$ cat config.mk
export PLATFORM = sky130hd
export DESIGN_NAME = lnk_rst_sequencer
export DESIGN_NICKNAME = d
export VERILOG_FILES = /design/src/rtl/lnk_rst_pkg.sv /design/src/rtl/lrs_sync.sv /design/src/rtl/lrs_rst_comb.sv /design/src/rtl/lrs_fsm.sv /design/src/rtl/lrs_link_chan.sv /design/src/rtl/lnk_rst_sequencer.sv
export SDC_FILE = /design/constraint.sdc
export NUM_CORES = 1
export LEC_CHECK = 0
export ABC_CLOCK_PERIOD_IN_PS = 4700
export BUFFER_PORTS_ARGS = -buffer_cell sky130_fd_sc_hd__buf_4
export CAP_MARGIN = 20
export CORE_MARGIN = 10
export CORE_UTILIZATION = 55
export DETAILED_ROUTE_END_ITERATION = 10
export PLACE_DENSITY = 0.87
export SETUP_SLACK_MARGIN = 0.05
export SLEW_MARGIN = 20
export SYNTH_ARGS = -nofsm -noshare
export SYNTH_HDL_FRONTEND = slang
export SYNTH_SLANG_ARGS = --single-unit
$ cat constraint.sdc
create_clock -name mgmt_clk -period 4.7 [get_ports mgmt_clk]
set_clock_uncertainty 0.15 [all_clocks]
set_input_delay 0.47 -clock mgmt_clk [delete_from_list [all_inputs] [get_ports mgmt_clk]]
set_output_delay 0.47 -clock mgmt_clk [all_outputs]
set_load 0.05 [all_outputs]
$ cat src/rtl/lnk_rst_pkg.sv
package lnk_rst_pkg;
   typedef enum logic [2:0] {
      ST_HOLD  = 3'd0,
      ST_PLL   = 3'd1,
      ST_CFG   = 3'd2,
      ST_WLOCK = 3'd3,
      ST_SYS   = 3'd4,
      ST_LINK  = 3'd5
   } seq_st_t;
endpackage

$ cat src/rtl/lrs_sync.sv
module lrs_sync #(
   parameter int STAGES  = 2,
   parameter bit RST_VAL = 1'b0
) (
   input  logic clk,
   input  logic rst_n,
   input  logic d,
   output logic q
);
   generate
      if (STAGES < 2) begin : g_bad_stages
         $error("lrs_sync: STAGES must be at least 2");
      end
   endgenerate

   logic [STAGES-1:0] sr;

   always_ff @(posedge clk or negedge rst_n) begin
      if (!rst_n) sr <= {STAGES{RST_VAL}};
      else        sr <= {sr[STAGES-2:0], d};
   end

   assign q = sr[STAGES-1];
endmodule

$ cat src/rtl/lrs_rst_comb.sv
module lrs_rst_comb #(
   parameter int STAGES = 2
) (
   input  logic clk,
   input  logic btn_rst_n,
   input  logic sw_rst,
   input  logic ctl_rst_n,
   output logic mrst_n
);
   logic src_n;

   // any active source clears the synchroniser at once; release is clocked
   assign src_n = btn_rst_n & ctl_rst_n & ~sw_rst;

   lrs_sync #(.STAGES(STAGES), .RST_VAL(1'b0)) u_rel (
      .clk   (clk),
      .rst_n (src_n),
      .d     (1'b1),
      .q     (mrst_n)
   );

   always @(posedge clk) begin
      if (!src_n) begin
         a_r1_source_holds: assert (!mrst_n)
            else $error("R1: management reset released while a source is active");
      end
   end
endmodule

$ cat src/rtl/lrs_fsm.sv
module lrs_fsm
   import lnk_rst_pkg::*;
#(
   parameter int GAP_CYC = 16
) (
   input  logic clk,
   input  logic mrst_n,
   input  logic lock_s,
   output logic pll_rel,
   output logic cfg_rel,
   output logic sys_stage,
   output logic in_link
);
   localparam int GW = $clog2(GAP_CYC + 1);

   seq_st_t         st, st_nx;
   logic [GW-1:0]   gcnt;
   logic            gap_done;

   assign gap_done = (gcnt == GW'(GAP_CYC - 1));

   always_comb begin
      st_nx = st;
      unique case (st)
         ST_HOLD:  st_nx = ST_PLL;
         ST_PLL:   if (gap_done) st_nx = ST_CFG;
         ST_CFG:   if (gap_done) st_nx = lock_s ? ST_SYS : ST_WLOCK;
         ST_WLOCK: if (lock_s)   st_nx = ST_SYS;
         ST_SYS: begin
            if (!lock_s)       st_nx = ST_WLOCK;
            else if (gap_done) st_nx = ST_LINK;
         end
         ST_LINK:  if (!lock_s)  st_nx = ST_WLOCK;
         default:  st_nx = ST_HOLD;
      endcase
   end

   always_ff @(posedge clk or negedge mrst_n) begin
      if (!mrst_n) begin
         st   <= ST_HOLD;
         gcnt <= '0;
      end else begin
         st   <= st_nx;
         gcnt <= (st_nx != st) ? '0 : gcnt + 1'b1;
      end
   end

   assign pll_rel   = (st != ST_HOLD);
   assign cfg_rel   = (st != ST_HOLD) && (st != ST_PLL);
   assign sys_stage = (st == ST_SYS) || (st == ST_LINK);
   assign in_link   = (st == ST_LINK);

   a_r9_sys_after_cfg: assert property (@(posedge clk) disable iff (!mrst_n)
      $rose(sys_stage) |-> (cfg_rel && $past(cfg_rel)))
      else $error("R9: SYSREF stage entered without configuration released");
endmodule

$ cat src/rtl/lrs_link_chan.sv
module lrs_link_chan #(
   parameter int STAGES = 2,
   parameter int TO_W   = 16
) (
   input  logic            clk,
   input  logic            mrst_n,
   input  logic            in_link,
   input  logic            lock_s,
   input  logic            ack_raw_n,
   input  logic [TO_W-1:0] ack_limit,
   output logic            link_rst_n,
   output logic            timeout
);
   logic            ack_s;
   logic            link_rel;
   logic            waiting;
   logic [TO_W-1:0] wcnt;

   lrs_sync #(.STAGES(STAGES), .RST_VAL(1'b0)) u_ack (
      .clk   (clk),
      .rst_n (mrst_n),
      .d     (~ack_raw_n),
      .q     (ack_s)
   );

   assign waiting = in_link && !link_rel && !ack_s;

   always_ff @(posedge clk or negedge mrst_n) begin
      if (!mrst_n) begin
         link_rel <= 1'b0;
         wcnt     <= '0;
         timeout  <= 1'b0;
      end else begin
         if (!in_link)    link_rel <= 1'b0;
         else if (ack_s)  link_rel <= 1'b1;
         if (!waiting)         wcnt <= '0;
         else if (wcnt != '1)  wcnt <= wcnt + 1'b1;
         if (waiting && (wcnt >= ack_limit)) timeout <= 1'b1;
      end
   end

   assign link_rst_n = link_rel & lock_s;

   a_r5_needs_ack: assert property (@(posedge clk) disable iff (!mrst_n)
      $rose(link_rst_n) |-> $past(ack_s))
      else $error("R5: link released without acknowledge");

   a_r7_sticky: assert property (@(posedge clk) disable iff (!mrst_n)
      timeout |=> timeout)
      else $error("R7: timeout flag cleared without reset");
endmodule

$ cat src/rtl/lnk_rst_sequencer.sv
module lnk_rst_sequencer #(
   parameter int N_SIDES     = 2,
   parameter int SYNC_STAGES = 2,
   parameter int GAP_CYC     = 16,
   parameter int TO_W        = 16
) (
   input  logic               mgmt_clk,
   input  logic               btn_rst_n,
   input  logic               sw_rst,
   input  logic               ctl_rst_n,
   input  logic               pll_locked,
   input  logic [N_SIDES-1:0] link_ack_n,
   input  logic [TO_W-1:0]    ack_limit,
   output logic               mgmt_rst_n,
   output logic               pll_rst,
   output logic [N_SIDES-1:0] cfg_rst_n,
   output logic               sysref_rst_n,
   output logic [N_SIDES-1:0] link_rst_n,
   output logic [N_SIDES-1:0] ack_timeout
);
   generate
      if (N_SIDES < 1) begin : g_bad_sides
         $error("lnk_rst_sequencer: N_SIDES must be at least 1");
      end
      if (GAP_CYC < 16) begin : g_bad_gap
         $error("lnk_rst_sequencer: GAP_CYC must be at least 16");
      end
      if (TO_W < 2) begin : g_bad_tow
         $error("lnk_rst_sequencer: TO_W must be at least 2");
      end
   endgenerate

   logic mrst_n;
   logic lock_s;
   logic pll_rel, cfg_rel, sys_stage, in_link;

   lrs_rst_comb #(.STAGES(SYNC_STAGES)) u_comb (
      .clk       (mgmt_clk),
      .btn_rst_n (btn_rst_n),
      .sw_rst    (sw_rst),
      .ctl_rst_n (ctl_rst_n),
      .mrst_n    (mrst_n)
   );

   lrs_sync #(.STAGES(SYNC_STAGES), .RST_VAL(1'b0)) u_lock (
      .clk   (mgmt_clk),
      .rst_n (mrst_n),
      .d     (pll_locked),
      .q     (lock_s)
   );

   lrs_fsm #(.GAP_CYC(GAP_CYC)) u_fsm (
      .clk       (mgmt_clk),
      .mrst_n    (mrst_n),
      .lock_s    (lock_s),
      .pll_rel   (pll_rel),
      .cfg_rel   (cfg_rel),
      .sys_stage (sys_stage),
      .in_link   (in_link)
   );

   assign mgmt_rst_n   = mrst_n;
   assign pll_rst      = ~pll_rel;
   assign cfg_rst_n    = {N_SIDES{cfg_rel}};
   assign sysref_rst_n = sys_stage & lock_s;

   generate
      for (genvar g = 0; g < N_SIDES; g++) begin : g_side
         lrs_link_chan #(.STAGES(SYNC_STAGES), .TO_W(TO_W)) u_chan (
            .clk        (mgmt_clk),
            .mrst_n     (mrst_n),
            .in_link    (in_link),
            .lock_s     (lock_s),
            .ack_raw_n  (link_ack_n[g]),
            .ack_limit  (ack_limit),
            .link_rst_n (link_rst_n[g]),
            .timeout    (ack_timeout[g])
         );
      end
   endgenerate

   always @(posedge mgmt_clk) begin
      if (!mrst_n) begin
         a_r2_pll_in_reset: assert (pll_rst && cfg_rst_n == '0)
            else $error("R2: PLL or configuration released during management reset");
      end
   end

   a_r6_lock_drop: assert property (@(posedge mgmt_clk) disable iff (!mrst_n)
      !lock_s |-> (!sysref_rst_n && link_rst_n == '0))
      else $error("R6: SYSREF or link released without lock");

   a_r4_sys_after_cfg: assert property (@(posedge mgmt_clk) disable iff (!mrst_n)
      $rose(sysref_rst_n) |-> (cfg_rst_n == '1 && !pll_rst))
      else $error("R4: SYSREF released before earlier stages");
endmodule

==> results.toml <==
[floorplan]
coreArea_sq_mm = 0.00585
start_util_pct = 55.8
top_level_ports = 32
dieArea_sq_mm = 0.00942
die_width_microns = 97.0
num_rows = 28
die_h_microns = 97.0

[clocking]
holdBufCountCts = 3
cts-root-buf = "clkbuf_8"
clkLatencyLatePin_ns = 0.31
cts_tree = "done"
postCtsSetupBuffers = 0
cts.reportedPaths.clkPinSlew_ns = 0.10
htreeDepth = 2
numCtsBuffers = 5
numClockSinks = 52
cts_resized = 0
clock_path_buffers = 2

[logic_synthesis]
yosysMostFrequentCell = "nor2_1"
synth.distinct_cells = 44
yosysSeqAreaShare_pct = 39.9
ys_top_cells_by_count = "54 x nor2_1, 52 x dfrtp_1, 36 x ha_1"
syn_area_sq_mm = 0.00326
ys_ff_latch = 52
synth_edf_count = 0
synthFlopType = "dfrtp_1"
yosys_warnings = 0
netlist_top_cells_area = "dfrtp_1 40%, ha_1 14%, nor2_1 6.2%, xnor2_1 4.8%, a21oi_1 3.2%"
synth_fp_nets = 409
avgSynthCellArea_sq_um = 9.33
syn_inst = 350
synth_top_area_share_pct = 39.9
async_flop_share_pct = 100
yosysTopAreaCell = "dfrtp_1"

[place]
hpwlAfterDp_microns = 5300
portBuffers = 31
dp_slack_ns = 2.56
routabilityCongestion = 0.873

[route]
num_vias = 2563
drc = 0
drt_wl_total_microns = 6890
routedWlPerCell_microns = 15.0
drtAntennaViolNets = 0
via_per_inst = 5.60
drt-pass1-iter-count = 4
drtIter0Drc = 116

[sta]
maxSlewHeadroom_pct = 52.3
drv_slew = 0
rsz0062_at_grt = "false"
finalCritPeriodShare_pct = 47.5
period_needed_ns = 2.23
timing.final.ws_setup_ns = 2.47
max_freq_mhz = 448
tns_ns = 0
hold_violations = 0
worst_slew_pin_slew_ns = 0.709
finalSetupViolCount = 0

[critical_path]
cp-end-kind = "flip-flop"
worst-path-buf-inv = 0
cp_slowest_cell = "nand3_1"
crit_chain = "nor2b_1, nand3_1, a211oi_1, o32a_1"
path_max_fanout = 17
crit_family = "simple AND/OR/NAND/NOR gates"
cpPeakStageDelay_ns = 0.59
cp_data_arrival_time_ns = 2.34
worstPathRequired_ns = 4.80
path_class = "flip-flop to flip-flop"
start_kind = "flip-flop"

[worst_hold_path]
hp-class = "input pin to flip-flop"

[run_status]
outcome = "complete, no violations"

[final_layout]
drive_above_1_share_pct = 13.3
area_growth_pct = 12.0
nets = 441
diodes = 0

[global_route]
grt_util_all_layers_pct = 15.0
grt_pass1_wl_microns = 12100
grt_antenna_before_repair = 0
grt_max_degree = 52
grt_pass1_vias = 2699
overflow = 0

[power_and_ir_drop]
irDropWorstVdd_uv = 225
leakage_nw = 1.72
powerDensity_mw_per_mm2 = 296

[flow_run]
cap_violations = 0
[kinds of logic after synthesis]
kind of cell	Yosys count	synth area share (%)
flip-flops	52	39.9
buffers and inverters	35	4.94
multiplexers	5	1.53
AO/OA/AOI/OAI	59	11.1
adder cells (fa/ha/maj)	36	13.8
AND/OR/NAND/NOR	140	22.7
XOR/XNOR	22	5.90
other	1	0.115
[final cells by class]
| cell class | count | area, sq um |
|---|---|---|
| clock buffers | 5 | 68.8 |
| clock inverters | 3 | 26.3 |
| fillers | 467 | 2190 |
| inverters | 25 | 93.8 |
| multi-input cells | 263 | 1800 |
| flip-flops and latches | 52 | 1300 |
| well taps | 75 | 93.8 |
| repair buffers | 35 | 270 |
[where the power goes]
| part | switching (mW) | internal (mW) |
|---|---|---|
| registers | 0.0395 | 0.481 |
| clock network | 0.159 | 0.109 |
| logic | 0.191 | 0.105 |
| total | 0.389 | 0.695 |
[registers in the layout (all words and copies together), names as in the netlist]
signal                  flops
g_side.u_chan.timeout       2
g_side.u_chan.link_rel      2
g_side.u_chan.u_ack.sr      4
u_fsm.st                    3
u_lock.sr                   2
u_comb.u_rel.sr             2
u_fsm.gcnt                  5
g_side.u_chan.wcnt         32
[final timing paths]
| kind | from | cells past startpoint | slack (ns) | endpoint |
|---|---|---|---|---|
| worst max-delay path | u_fsm.st[2] | 4 | 2.47 | g_side[0].u_chan.timeout |
| worst min-delay path | pll_locked | 1 | 0.11 | u_lock.sr[0] |
| worst min register to register | g_side[1].u_chan.u_ack.sr[0] | 0 | 0.21 | g_side[1].u_chan.u_ack.sr[1] |
| max in group asynchronous | ctl_rst_n | 6 | 2.75 | u_comb.u_rel.sr[1] |
| min in group asynchronous | u_comb.u_rel.sr[1] | 1 | 0.23 | u_fsm.gcnt[1] |
| worst max register to register | u_fsm.st[2] | 4 | 2.47 | g_side[0].u_chan.timeout |
[per-layer routing]
metal | up-vias | global-route usage (%) | share of wire [%]
met2 | 46 | 27.1 | 51
li1 | 1282 | - | -
met5 | - | 0 | 0
met1 | 1222 | 17.1 | 44
met4 | 0 | 5.45 | 2.1
met3 | 13 | 2.56 | 3.5
[cells in the final DEF, fill, tap and decap left out, types with 2 or more instances in the layout]
master / count
nor3_4: 2
mux2i_1: 5
nand4_1: 11
nand2b_1: 3
dlygate4sd3_1: 3
a211oi_1: 10
buf_4: 32
xor2_1: 4
inv_1: 25
ha_1: 36
and3_1: 3
nand2_1: 16
nor4_1: 2
nor3_1: 9
a21o_1: 3
clkinv_4: 2
nor3b_1: 2
clkbuf_8: 5
o21a_1: 3
a21oi_1: 21
xnor2_1: 18
nand3_1: 17
a31oi_1: 2
or2_2: 2
nor2b_1: 4
dfrtp_1: 51
nor2_1: 54
o21ai_0: 13
nor4b_1: 2
and2_1: 6
[stage by stage]
step / instance area, sq um / cells / hold slack, ns / utilization, % / power [mW]
finish: 3660 / 458 / 0.106 / 62.5 / 1.08
global route: 3660 / 458 / 0.0955 / 62.5 / 1.14
CTS: 3660 / 458 / 0.0992 / 62.5 / 1.09
detailed placement: 3530 / 447 / 0.187 / 60.4 / 0.821
global placement: 3530 / 447 / 0.182 / 60.4 / 0.804
floorplan: 3260 / 350 / 0.117 / - / 0.754
No activity file was read; power rests on OpenSTA's default activity.
